`src/rtl/chardisp_pkg.sv`:
```
package chardisp_pkg;

    typedef enum logic [1:0] {
        ST_IDLE,
        ST_CLEAR,
        ST_WAIT
    } cd_state_e;

    typedef enum logic [3:0] {
        OP_NONE,
        OP_CLEAR,
        OP_HOME,
        OP_ENTRY,
        OP_DISP,
        OP_SHIFT,
        OP_FUNC,
        OP_CGADR,
        OP_DDADR,
        OP_STATUS,
        OP_WRITE,
        OP_READ
    } cd_op_e;

endpackage

```
`src/rtl/chardisp_decode.sv`:
```
module chardisp_decode
    import chardisp_pkg::*;
(
    input  logic       rs,
    input  logic       rw,
    input  logic [7:0] din,
    output cd_op_e     op
);

    // Highest set bit picks the instruction class
    always_comb begin
        op = OP_NONE;
        unique case ({rs, rw})
            2'b01:   op = OP_STATUS;
            2'b10:   op = OP_WRITE;
            2'b11:   op = OP_READ;
            default: begin
                if      (din[7]) op = OP_DDADR;
                else if (din[6]) op = OP_CGADR;
                else if (din[5]) op = OP_FUNC;
                else if (din[4]) op = OP_SHIFT;
                else if (din[3]) op = OP_DISP;
                else if (din[2]) op = OP_ENTRY;
                else if (din[1]) op = OP_HOME;
                else if (din[0]) op = OP_CLEAR;
                else             op = OP_NONE;
            end
        endcase
    end

endmodule

```
`src/rtl/chardisp_busy_timer.sv`:
```
module chardisp_busy_timer #(
    parameter int CW = 8
) (
    input  logic          clk,
    input  logic          rst_n,
    input  logic          load,
    input  logic [CW-1:0] load_val,
    output logic          last
);

    logic [CW-1:0] cnt;

    always_ff @(posedge clk) begin
        if (!rst_n)          cnt <= '0;
        else if (load)       cnt <= load_val;
        else if (cnt != '0)  cnt <= cnt - CW'(1);
    end

    assign last = (cnt == CW'(1));

endmodule

```
`src/rtl/chardisp_core.sv`:
```
module chardisp_core
    import chardisp_pkg::*;
#(
    parameter int CLK_HZ   = 125_000_000,
    parameter int OSC_HZ   = 250_000,
    parameter int DD_DEPTH = 80,
    parameter int CG_DEPTH = 64,
    parameter logic [7:0] BLANK = 8'h20
) (
    input  logic       clk,
    input  logic       rst_n,
    input  logic       bus_stb,
    input  logic       bus_rs,
    input  logic       bus_rw,
    input  logic [7:0] bus_din,
    output logic [7:0] bus_dout,
    output logic       busy,
    output logic       err_sticky,
    output logic       disp_on,
    output logic       cursor_on,
    output logic       blink_on,
    output logic       entry_up,
    output logic       entry_shift,
    output logic       bus8,
    output logic       two_line,
    output logic       tall_font,
    output logic [6:0] shift_ofs
);

    localparam int TICK     = CLK_HZ / OSC_HZ;
    localparam int T_STD    = 10 * TICK;
    localparam int T_LONG   = 410 * TICK;
    localparam int CW       = $clog2(T_LONG + 1);
    localparam logic [6:0] DD_TOP = 7'(DD_DEPTH - 1);
    localparam logic [6:0] CG_TOP = 7'(CG_DEPTH - 1);

    cd_state_e  state, nxt;
    cd_op_e     op;
    logic [6:0] ac;
    logic       sel_cg;
    logic [6:0] fill_idx;
    logic       t_last;
    logic       is_cmd, accept, drop;
    logic [6:0] cur_top, dd_load;
    logic [7:0] dd_mem [DD_DEPTH];
    logic [7:0] cg_mem [CG_DEPTH];

    function automatic logic [6:0] wrap_step(input logic [6:0] a, input logic up,
                                             input logic [6:0] top);
        if (up) return (a == top) ? 7'd0 : a + 7'd1;
        return (a == 7'd0) ? top : a - 7'd1;
    endfunction

    chardisp_decode u_dec (
        .rs  (bus_rs),
        .rw  (bus_rw),
        .din (bus_din),
        .op  (op)
    );

    assign is_cmd = (op != OP_NONE) && (op != OP_STATUS);
    assign accept = bus_stb && is_cmd && (state == ST_IDLE);
    assign drop   = bus_stb && is_cmd && (state != ST_IDLE);
    assign busy   = (state != ST_IDLE);

    chardisp_busy_timer #(.CW(CW)) u_tmr (
        .clk      (clk),
        .rst_n    (rst_n),
        .load     (accept),
        .load_val ((op == OP_CLEAR || op == OP_HOME) ? CW'(T_LONG) : CW'(T_STD)),
        .last     (t_last)
    );

    assign cur_top = sel_cg ? CG_TOP : DD_TOP;
    assign dd_load = (bus_din[6:0] >= 7'(DD_DEPTH)) ? bus_din[6:0] - 7'(DD_DEPTH)
                                                    : bus_din[6:0];

    // State register
    always_ff @(posedge clk) begin
        if (!rst_n) state <= ST_IDLE;
        else        state <= nxt;
    end

    // Next-state logic
    always_comb begin
        nxt = state;
        unique case (state)
            ST_IDLE:  if (accept) nxt = (op == OP_CLEAR) ? ST_CLEAR : ST_WAIT;
            ST_CLEAR: if (fill_idx == DD_TOP) nxt = ST_WAIT;
            ST_WAIT:  if (t_last) nxt = ST_IDLE;
            default:  nxt = ST_IDLE;
        endcase
    end

    // Datapath and registered outputs
    always_ff @(posedge clk) begin
        if (!rst_n) begin
            ac <= '0;  sel_cg <= 1'b0;  shift_ofs <= '0;  fill_idx <= '0;
            bus_dout <= '0;  err_sticky <= 1'b0;
            disp_on <= 1'b0;  cursor_on <= 1'b0;  blink_on <= 1'b0;
            entry_up <= 1'b1;  entry_shift <= 1'b0;
            bus8 <= 1'b1;  two_line <= 1'b0;  tall_font <= 1'b0;
        end else begin
            if (state == ST_CLEAR) begin
                dd_mem[fill_idx] <= BLANK;
                fill_idx <= fill_idx + 7'd1;
            end
            if (drop) err_sticky <= 1'b1;
            if (bus_stb && op == OP_STATUS) bus_dout <= {busy, ac};
            if (accept) begin
                unique case (op)
                    OP_CLEAR: begin
                        ac <= '0; sel_cg <= 1'b0; shift_ofs <= '0; fill_idx <= '0;
                    end
                    OP_HOME: begin
                        ac <= '0; sel_cg <= 1'b0; shift_ofs <= '0;
                    end
                    OP_ENTRY: begin
                        entry_up <= bus_din[1]; entry_shift <= bus_din[0];
                    end
                    OP_DISP: begin
                        disp_on <= bus_din[2]; cursor_on <= bus_din[1]; blink_on <= bus_din[0];
                    end
                    OP_SHIFT: begin
                        if (bus_din[3]) shift_ofs <= wrap_step(shift_ofs, bus_din[2], DD_TOP);
                        else            ac <= wrap_step(ac, bus_din[2], cur_top);
                    end
                    OP_FUNC: begin
                        bus8 <= bus_din[4]; two_line <= bus_din[3]; tall_font <= bus_din[2];
                    end
                    OP_CGADR: begin
                        ac <= {1'b0, bus_din[5:0]}; sel_cg <= 1'b1;
                    end
                    OP_DDADR: begin
                        ac <= dd_load; sel_cg <= 1'b0;
                    end
                    OP_WRITE, OP_READ: begin
                        if (op == OP_WRITE) begin
                            if (sel_cg) cg_mem[ac[5:0]] <= bus_din;
                            else        dd_mem[ac]      <= bus_din;
                        end else begin
                            bus_dout <= sel_cg ? cg_mem[ac[5:0]] : dd_mem[ac];
                        end
                        ac <= wrap_step(ac, entry_up, cur_top);
                        if (entry_shift) shift_ofs <= wrap_step(shift_ofs, entry_up, DD_TOP);
                    end
                    default: ;
                endcase
            end
        end
    end

endmodule

```
`config.mk`:
```
export PLATFORM = sky130hd
export DESIGN_NAME = chardisp_core
export DESIGN_NICKNAME = d
export VERILOG_FILES = /design/src/rtl/chardisp_pkg.sv /design/src/rtl/chardisp_decode.sv /design/src/rtl/chardisp_busy_timer.sv /design/src/rtl/chardisp_core.sv
export SDC_FILE = /design/constraint.sdc
export NUM_CORES = 1
export LEC_CHECK = 0
export BUFFER_PORTS_ARGS = -buffer_cell sky130_fd_sc_hd__buf_2
export CAP_MARGIN = 20
export CELL_PAD_IN_SITES_DETAIL_PLACEMENT = 1
export CELL_PAD_IN_SITES_GLOBAL_PLACEMENT = 1
export CORE_MARGIN = 2
export CORE_UTILIZATION = 35
export DETAILED_ROUTE_END_ITERATION = 6
export PLACE_DENSITY = 0.61
export SKIP_CTS_REPAIR_TIMING = 1
export SLEW_MARGIN = 10
export SYNTH_ARGS = -nofsm -noshare
export SYNTH_HDL_FRONTEND = slang
export SYNTH_SLANG_ARGS = --single-unit
```
`constraint.sdc`:
```
create_clock -name clk -period 10.45 [get_ports clk]
set_input_delay 1.045 -clock clk [delete_from_list [all_inputs] [get_ports clk]]
set_output_delay 1.045 -clock clk [all_outputs]
set_load 0.1 [all_outputs]
```
=== After elaboration in Yosys (flattened, before gate mapping) ===
Memories as Yosys holds them, arrays and structs flattened. A register that Yosys moved wholly into a read port is not among the register bits.
Cells that the tools add are included.

* Add/sub/neg operators: 7
* Multiply operators: 0
* Divide/modulo/power cells: 0
* Magnitude comparators: 1
* Equality and inequality tests: 27
* Shifts and indexed selects: 0
* Multiplexer cells: 84
* Bitwise gates (word level): 0
* Reductions and logical operators: 27

{| class="wikitable"
|+ Operator list
! kind !! number
|-
| $mux 7 || 23
|-
| $mux 18 || 3
|-
| $mux 8 || 6
|-
| $pmux 7 s5 || 1
|-
| $mux 1 || 34
|-
| $mux 4 || 7
|-
| $add 7x1->7 const B || 3
|-
| $pmux 7 s3 || 1
|-
| $eq 18x1->1 const B || 1
|-
| $reduce_bool 18->1 || 1
|-
| $sub 18x1->18 const B || 1
|-
| $eq 4x3->1 const B || 4
|-
| $eq 4x4->1 const B || 4
|-
| $eq 7x7->1 const B || 2
|-
| $logic_not 7->1 || 2
|-
| $sub 7x1->7 const B || 2
|-
| $mux 6 || 2
|-
| $ne 2x2->1 const B || 6
|-
| $pmux 4 s3 || 1
|-
| $eq 4x2->1 const B || 2
|-
| $mux 2 || 4
|-
| $reduce_and 2->1 || 4
|-
| $reduce_or 8->1 || 1
|-
| $eq 7x7->1 || 1
|-
| other kinds (19) || 30
|}

* Flip-flop bits (word level): 59
* Latch bits: 0
* RAM bits: 1,152
* Memory bits (read-only): 0
* Bits of input ports: 13
* Output and inout port bits: 25
* Word-level logic and storage cells: 164
* Memories kept: 2

{| class="wikitable"
|+ Memories
! name !! words !! width !! read ports !! clocked after Yosys merged registers in !! write ports !! RTL line !! source
|-
| dd_mem || 80 || 8 || 1 || 1 || 1 || chardisp_core.sv:45 || <nowiki>logic [7:0] dd_mem [DD_DEPTH];</nowiki>
|-
| cg_mem || 64 || 8 || 1 || 1 || 1 || chardisp_core.sv:46 || <nowiki>logic [7:0] cg_mem [CG_DEPTH];</nowiki>
|}

=== Longest topological paths before layout ===
Gate-level depths: netlist of run 1.

* Word-level depth: 20
* Mapped depth: 13

=== Modules after synthesis ===
From an unflattened synthesis of run 1, not the netlist that was laid out.

* Cell total of the unflattened synthesis: 2,763
* Area, all modules: 49,531.3 µm²

{| class="wikitable"
|+ Modules (own cells, without submodules)
! module !! times used !! cells an instance !! area an instance (µm²) !! sequential area each (µm²)
|-
| chardisp_core || 1 || 2,618 || 48,317.6 || 35,554.1
|-
| chardisp_busy_timer || 1 || 131 || 1,121.1 || 360.3
|-
| chardisp_decode || 1 || 14 || 92.6 || 0.0
|}

=== Least setup slack after synthesis of run 1 ===
No wires, ideal clock.

* Kind: in2reg
* Start point: in bus_din[5]
* End point: mem dd_mem[0][4] (data pin)
* Arrival time: 4.216 ns
* Data required time: 9.877 ns
* Path slack: 5.661 ns
* Stages on the path: 8
* Path buffers: 3
* Cells stage by stage: buf_2 > nand2b_1 > nand2b_1 > o311ai_4 > or3_1 > buf_2 > buf_4 > nor2_1

* Word-level cells in the longest chain between the ends: 13

{| class="wikitable"
|+ Ends and longest elaborated chain
! what !! RTL line !! source
|-
| start, declared || chardisp_core.sv:15 || <nowiki>input logic [7:0] bus_din,</nowiki>
|-
| $mux 4 * || chardisp_decode.sv:20 || <nowiki>else if (din[5]) op = OP_FUNC;</nowiki>
|-
| $mux 4 * || chardisp_decode.sv:19 || <nowiki>else if (din[6]) op = OP_CGADR;</nowiki>
|-
| $mux 4 * || chardisp_decode.sv:18 || <nowiki>if (din[7]) op = OP_DDADR;</nowiki>
|-
| $pmux 4 s3 * || chardisp_decode.sv:13 || <nowiki>unique case ({rs, rw})</nowiki>
|-
| $ne 4x4->1 or $reduce_bool 4->1 (tied branches) || chardisp_core.sv:61 || <nowiki>assign is_cmd = (op != OP_NONE) && (op != OP_STATUS);</nowiki>
|-
| $logic_and 1x1->1 || chardisp_core.sv:61 ||
|-
| $logic_and 1x1->1 (2 in series) || chardisp_core.sv:62 || <nowiki>assign accept = bus_stb && is_cmd && (state == ST_IDLE);</nowiki>
|-
| $mux 1 * || chardisp_core.sv:110 || <nowiki>if (accept) begin</nowiki>
|-
| $mux 1 * || chardisp_core.sv:97 || <nowiki>if (!rst_n) begin</nowiki>
|-
| $mux 1 (not written as such) * || chardisp_core.sv:140 || <nowiki>else dd_mem[ac] <= bus_din;</nowiki>
|-
| $reduce_or 8->1 (no line) * || n/a ||
|-
| $mux 8 (no line) * || n/a ||
|-
| end, declared || chardisp_core.sv:45 ||
|}

Every way passes the cells marked *; elsewhere a longest branch is shown, timed or not.

=== Worst setup path after layout of run 1 ===
* Start point: in bus_din[4]
* End point: mem cg_mem[61][1], enable pin

* Word-level cells in the longest chain between the ends: 12

{| class="wikitable"
|+ Ends and longest elaborated chain
! what !! RTL line !! source
|-
| $mux 4 * || chardisp_decode.sv:21 || <nowiki>else if (din[4]) op = OP_SHIFT;</nowiki>
|-
| $mux 4 * || chardisp_decode.sv:20 ||
|-
| $mux 4 * || chardisp_decode.sv:19 ||
|-
| $mux 4 * || chardisp_decode.sv:18 ||
|-
| $pmux 4 s3 * || chardisp_decode.sv:13 ||
|-
| $ne 4x4->1 or $reduce_bool 4->1 (tied branches) || chardisp_core.sv:61 ||
|-
| $logic_and 1x1->1 || chardisp_core.sv:61 ||
|-
| $logic_and 1x1->1 (2 in series) || chardisp_core.sv:62 ||
|-
| $mux 1 * || chardisp_core.sv:110 ||
|-
| $mux 1 * || chardisp_core.sv:97 ||
|-
| $mux 1 (not written as such) * || chardisp_core.sv:139 || <nowiki>if (sel_cg) cg_mem[ac[5:0]] <= bus_din;</nowiki>
|-
| end, declared || chardisp_core.sv:46 ||
|}

Marked as above.

==> impl_metrics.toml, run 1 <==
[timing]
worst_hold_slack_ps = 497
maxSlewViolCount = 0
period_share_pct = 43.1
worst-slew-pin-transition_ps = 1090
slew_headroom_pct = 27.1
finClkSkew_ps = 28.1
rsz0062_at_grt = "no"
final_hold_viol_count = 0
fmax_ghz = 0.222
min_period_ps = 4500
finalSetupViolations = 0
fin_setup_tns_ps = 0

[detailed_routing]
drt_first_pass_iters = 6
wl_met1_mm = 59.2
met2_length_mm = 65.5
drt-initial-drc-count = 2781
viasPerCell = 5.53
dr.max_layer_used = "met4"
num_vias = 26000
wire_per_inst_um = 29.3
routed_wl_mm = 137
antenna_left = 0
met3WireLength_mm = 8.71
drcViolationCount = 0

[placed_design]
portBuffers = 37
place_inst = 4463
dp_hpwl_mm = 85.5
placed_area_um2 = 51200
place_congestion = 0.843

[yosys]
synth.avg_cell_area_um2 = 18.6
synth_compound_area_share_pct = 4.98
yosysSeqAreaShare_pct = 73.2
synth_edf_count = 1152
synth-xor-area-share_pct = 0.446
synth_top_family_by_area = "multiplexers"
synth_fa_ha_area_share_pct = 0.229
synthArstFlopShare_pct = 0
ys_warn_count = 0
synthFlopType = "edfxtp_1"
synth_seq_cells = 1218
synthCells = 2643
ys_types = 88
synthesis.area_um2 = 49100
synth_mux_area_share_pct = 14.2
syn-num-nets = 2665
synthSimpleGateAreaFrac_pct = 4.93

[critical_path]
crit_arrival_ps = 4860
worstSetupStartpointType = "input pin"
worst_setup_path_end_kind = "register"
cp.required_ps = 10810
worst-path-max-fanout = 77
path_class = "in -> reg"

[floorplan]
num_io_pins = 38
dieHeight_um = 379
rows = 137
start_util_pct = 35.2
fp.coreArea_um2 = 139000
die_x_um = 379
die_area_um2 = 143000

[grt]
track_usage_pct = 19.2
antenna_found_initial = 9
overflow = 0
grt_max_degree = 136
grt_pass1_wl_mm = 200
grt_pass1_vias = 27400

[clocking]
cts_tree = "built"
clk_latency_ps = 740
cts.root.buffer_cell = "clkbuf_16"
cts-htree-levels = 3
cts_buffer_depth = 3
cts.reportedPaths.clkPinSlew_ps = 60
cts.sinks = 1218
cts_buffers = 119

[outcome]
status = "completed"

[layout]
drive_above_1_share_pct = 21.0
fin_area_um2 = 55100
instances_no_fill = 4692
fin_nets = 2731
mostFrequentLayoutCells = "edfxtp_1, mux4_2, nor2_1"
syn2layout_area_growth_pct = 12.3
n_fill_cell = 13500
final_common_cell = "edfxtp_1"

[job]
drv_cap = 0

[power]
total_power_mw = 10.2
ir_worst_vdd_v = 0.000145
p_leak_nw = 16.6
power_density_nw_per_um2 = 185

[min_path]
min_path_type = "reg -> reg"
## through the flow
step                      worst slack, ps  util [%]
final                                5950      39.6
after global routing                 5720      39.6
after CTS                            5930      39.5
after detailed placement             5420      36.7
after global placement               5500      36.7
after floorplan                      5660         -
## sequential cells by signal, summed over array words and instances (netlist names), named ones only
name and count:
dd_mem 640, cg_mem 512, u_tmr.cnt 18, bus_dout 8, ac 7, fill_idx 7
shift_ofs 7, state 2, blink_on 1, bus8 1, cursor_on 1, disp_on 1
entry_shift 1, entry_up 1, err_sticky 1, sel_cg 1, tall_font 1, two_line 1
## logic make-up (layout without fill, tap and decap cells)
| group | Yosys count | after routing |
|---|---|---|
| AOI/OAI and AO/OA | 343 | 343 |
| xor gates and xnor gates | 25 | 25 |
| adders and majority gates | 9 | 9 |
| buffers and inverters | 168 | 338 |
| DFF | 1218 | 1218 |
| muxes | 381 | 381 |
| other | 0 | 3 |
| and+or+nand+nor | 499 | 499 |
## area by class of cell
| type | instances | area [µm²] | share of cell area (%) |
|---|---|---|---|
| Antenna cell | 3 | 7.51 | 0.0136 |
| Clock buffer | 141 | 3080 | 5.59 |
| Clock inverter | 84 | 848 | 1.54 |
| Inverter | 19 | 71.3 | 0.129 |
| Multi-Input combinational cell | 1257 | 12200 | 22.1 |
| Sequential cell | 1218 | 35900 | 65.2 |
| Tap cell | 1876 | 2350 | 4.26 |
| Timing Repair Buffer | 94 | 642 | 1.16 |
## power by group
part / internal, mW / total [mW] / switching, mW
sequential: 5.33 / 5.36 / 0.0313
combinational: 0.164 / 0.470 / 0.305
clock: 2.46 / 4.36 / 1.90
## path summary, 6_finish.rpt
| path | startpoint | to | slack (ps) | depth (start not counted) |
|---|---|---|---|---|
| worst max register to register | register | bus_dout[7]$_SDFF_PN0_ | 6070 | 8 |
| worst min-delay path | state[1]$_SDFFE_PN0P_ | state[1]$_SDFFE_PN0P_ | 500 | 1 |
| worst min register to register | state[1]$_SDFFE_PN0P_ | state[1]$_SDFFE_PN0P_ | 500 | 1 |
| worst max-delay path | bus_din[4] | cg_mem[61][1]$_DFFE_PP_ | 5950 | 8 |
## critical path: stages
cell	delay [ps]
buf_2	80
buf_4	640
nand2b_1	190
nand2b_1	300
o311ai_1	230
nor4_1	870
nand3_1	610
nor2_1	730
## metal layers
metal	up-vias	track usage, %
met5	-	0
met4	0	6.34
met3	201	2.89
met2	936	30.8
met1	13900	26.9
li1	11000	-
## synthesized netlist by cell type (8+ instances only)
cell type  number  area (µm²)
a211oi_1       15         113
a21oi_1        75         375
a221oi_1       13         114
a22oi_1        93         698
a31oi_1        10        62.6
and2_1         13        81.3
and3_1          9        56.3
buf_2          22         110
buf_4          42         315
buf_6          20         225
clkbuf_1       58         218
dfxtp_1        66        1320
edfxtp_1     1152       34600
ha_1            9         113
inv_1          16        60.1
mux2_2         17         191
mux2i_1       104        1040
mux2i_2         8         110
mux4_2        249        5610
nand2_1        78         293
nand2b_1       14        87.6
nand3_1        37         185
nor2_1        211         792
nor2b_1        18         113
nor3_1         31         155
nor4_1         19         119
o211ai_1        8        60.1
o21ai_0        22         110
o22ai_1        29         181
or3_1          16         100
xnor2_1        14         123
xor2_1         11        96.3
Power figures use the tool's default switching activity.
==> inputs of run 2 (changes only) <==
clock period = 4.6 ns   (was 10.45 ns; I/O delays follow)
==> impl_metrics.toml, run 2 (synthesized netlist as in run 1, its figures left out) <==
[critical_path]
ff2ff_path_depth = 7
worstSetupStartpointType = "register"
worst_setup_path_end_kind = "register"
rr_endpoint = "bus_dout[0]$_SDFF_PN0_"
path_class = "reg -> reg"
crit_path_end = "bus_dout[0]$_SDFF_PN0_"
worst-path-max-fanout = 38
cp.required_ps = 5190
worst-r2r-setup-slack_ps = 630
crit_arrival_ps = 4550

[grt]
overflow = 0
grt_pass1_vias = 27700
grt_pass1_wl_mm = 202
antenna_found_initial = 4
grt_max_degree = 81
track_usage_pct = 19.5

[detailed_routing]
wl_met1_mm = 59.9
drt_first_pass_iters = 6
antenna_left = 0
met3WireLength_mm = 8.49
viasPerCell = 5.54
drt-initial-drc-count = 2477
num_vias = 26200
routed_wl_mm = 138
drcViolationCount = 0
met2_length_mm = 66.3
wire_per_inst_um = 29.1
dr.max_layer_used = "met5"

[outcome]
status = "completed"

[floorplan]
fp.coreArea_um2 = 139000
die_area_um2 = 143000
rows = 137
num_io_pins = 38
dieHeight_um = 379
die_x_um = 379
start_util_pct = 35.2

[layout]
antenna_cells = 0
fin_area_um2 = 55900
mostFrequentLayoutCells = "edfxtp_1, mux4_2, nor2_1"
n_fill_cell = 13400
fin_nets = 2774
final_common_cell = "edfxtp_1"
regArea_um2 = 35900
largest-register = "dd_mem"
instances_no_fill = 4733
drive_above_1_share_pct = 22.2
multi_input_area_um2 = 12200
largest_reg_flops = 640
syn2layout_area_growth_pct = 13.8
utilization_pct = 40.1

[timing]
period_share_pct = 86.2
finClkSkew_ps = 33.7
worst-slew-pin-transition_ps = 1140
fmax_ghz = 0.252
rsz0062_at_grt = "no"
final_hold_viol_count = 0
fin_setup_tns_ps = 0
slew_headroom_pct = 23.9
maxSlewViolCount = 0
finalSetupViolations = 0
min_period_ps = 3970

[clocking]
cts-htree-levels = 4
cts_buffers = 131
clk_latency_ps = 780
cts.root.buffer_cell = "clkbuf_16"
cts.sinks = 1218
cts_buffer_depth = 3
cts_tree = "built"
cts.reportedPaths.clkPinSlew_ps = 60

[power]
total_power_mw = 24.1
p_leak_nw = 17.0
power_density_nw_per_um2 = 430
ir_worst_vdd_v = 0.000362

[job]
drv_cap = 0

[placed_design]
portBuffers = 37
placed_area_um2 = 51500
place_congestion = 0.862
dp_hpwl_mm = 89.0
place_inst = 4495

[min_path]
min_path_type = "in -> reg"
==> run 2: power by group <==
part | total, mW | switching (mW) | leakage (nW) | internal (mW)
Combinational | 1.06 | 0.669 | 3.73 | 0.388
Clock | 10.8 | 4.46 | 2.13 | 6.35
Sequential | 12.2 | 0.0805 | 11.1 | 12.1
Total | 24.1 | 5.21 | 17.0 | 18.8
==> run 2: area by class of cell <==
cell class                      count  area share, %
Clock buffer                      157           6.12
Clock inverter                     81           1.69
Inverter                           19          0.128
Multi-Input combinational cell   1257           21.9
Sequential cell                  1218           64.3
Tap cell                         1876           4.20
Timing Repair Buffer              125           1.72
==> run 2: metrics by stage <==
| stage | setup slack, ps | hold slack (ps) |
|---|---|---|
| after CTS | 644 | 6.77 |
| final | 633 | 62.8 |
| after global placement | 437 | 462 |
| after global routing | 391 | 71.8 |
| after detailed placement | 398 | 483 |
| after floorplan | 396 | 451 |
==> run 2: how the worst min path moves through the flow <==
stage,start,end,slack [ps],depth (start not counted)
3_5_place_dp,bus8$_SDFFE_PN1P_,bus8$_SDFFE_PN1P_,480,2
6_report,bus_din[1],entry_up$_SDFFE_PN1P_,60,3
2_1_floorplan,state[1]$_SDFFE_PN0P_,state[1]$_SDFFE_PN0P_,450,1
5_1_grt,bus_din[1],entry_up$_SDFFE_PN1P_,70,3
3_3_place_gp,bus8$_SDFFE_PN1P_,bus8$_SDFFE_PN1P_,460,2
4_1_cts,bus_din[1],entry_up$_SDFFE_PN1P_,7,3
==> run 2: critical path, cell delays in order, from the launching register on <==
cell and delay (ps):
dfxtp_4 1000, buf_4 390, nor3b_2 600, a22oi_1 210
nand3_1 170, o21ai_0 210, nor4_1 970, a221oi_1 160
==> run 2: per-layer routing <==
metal / up-vias / global-route usage (%)
met1: 14100 / 27.3
met2: 938 / 31.3
met4: 2 / 5.48
li1: 11100 / -
met3: 174 / 3.33
met5: - / 0
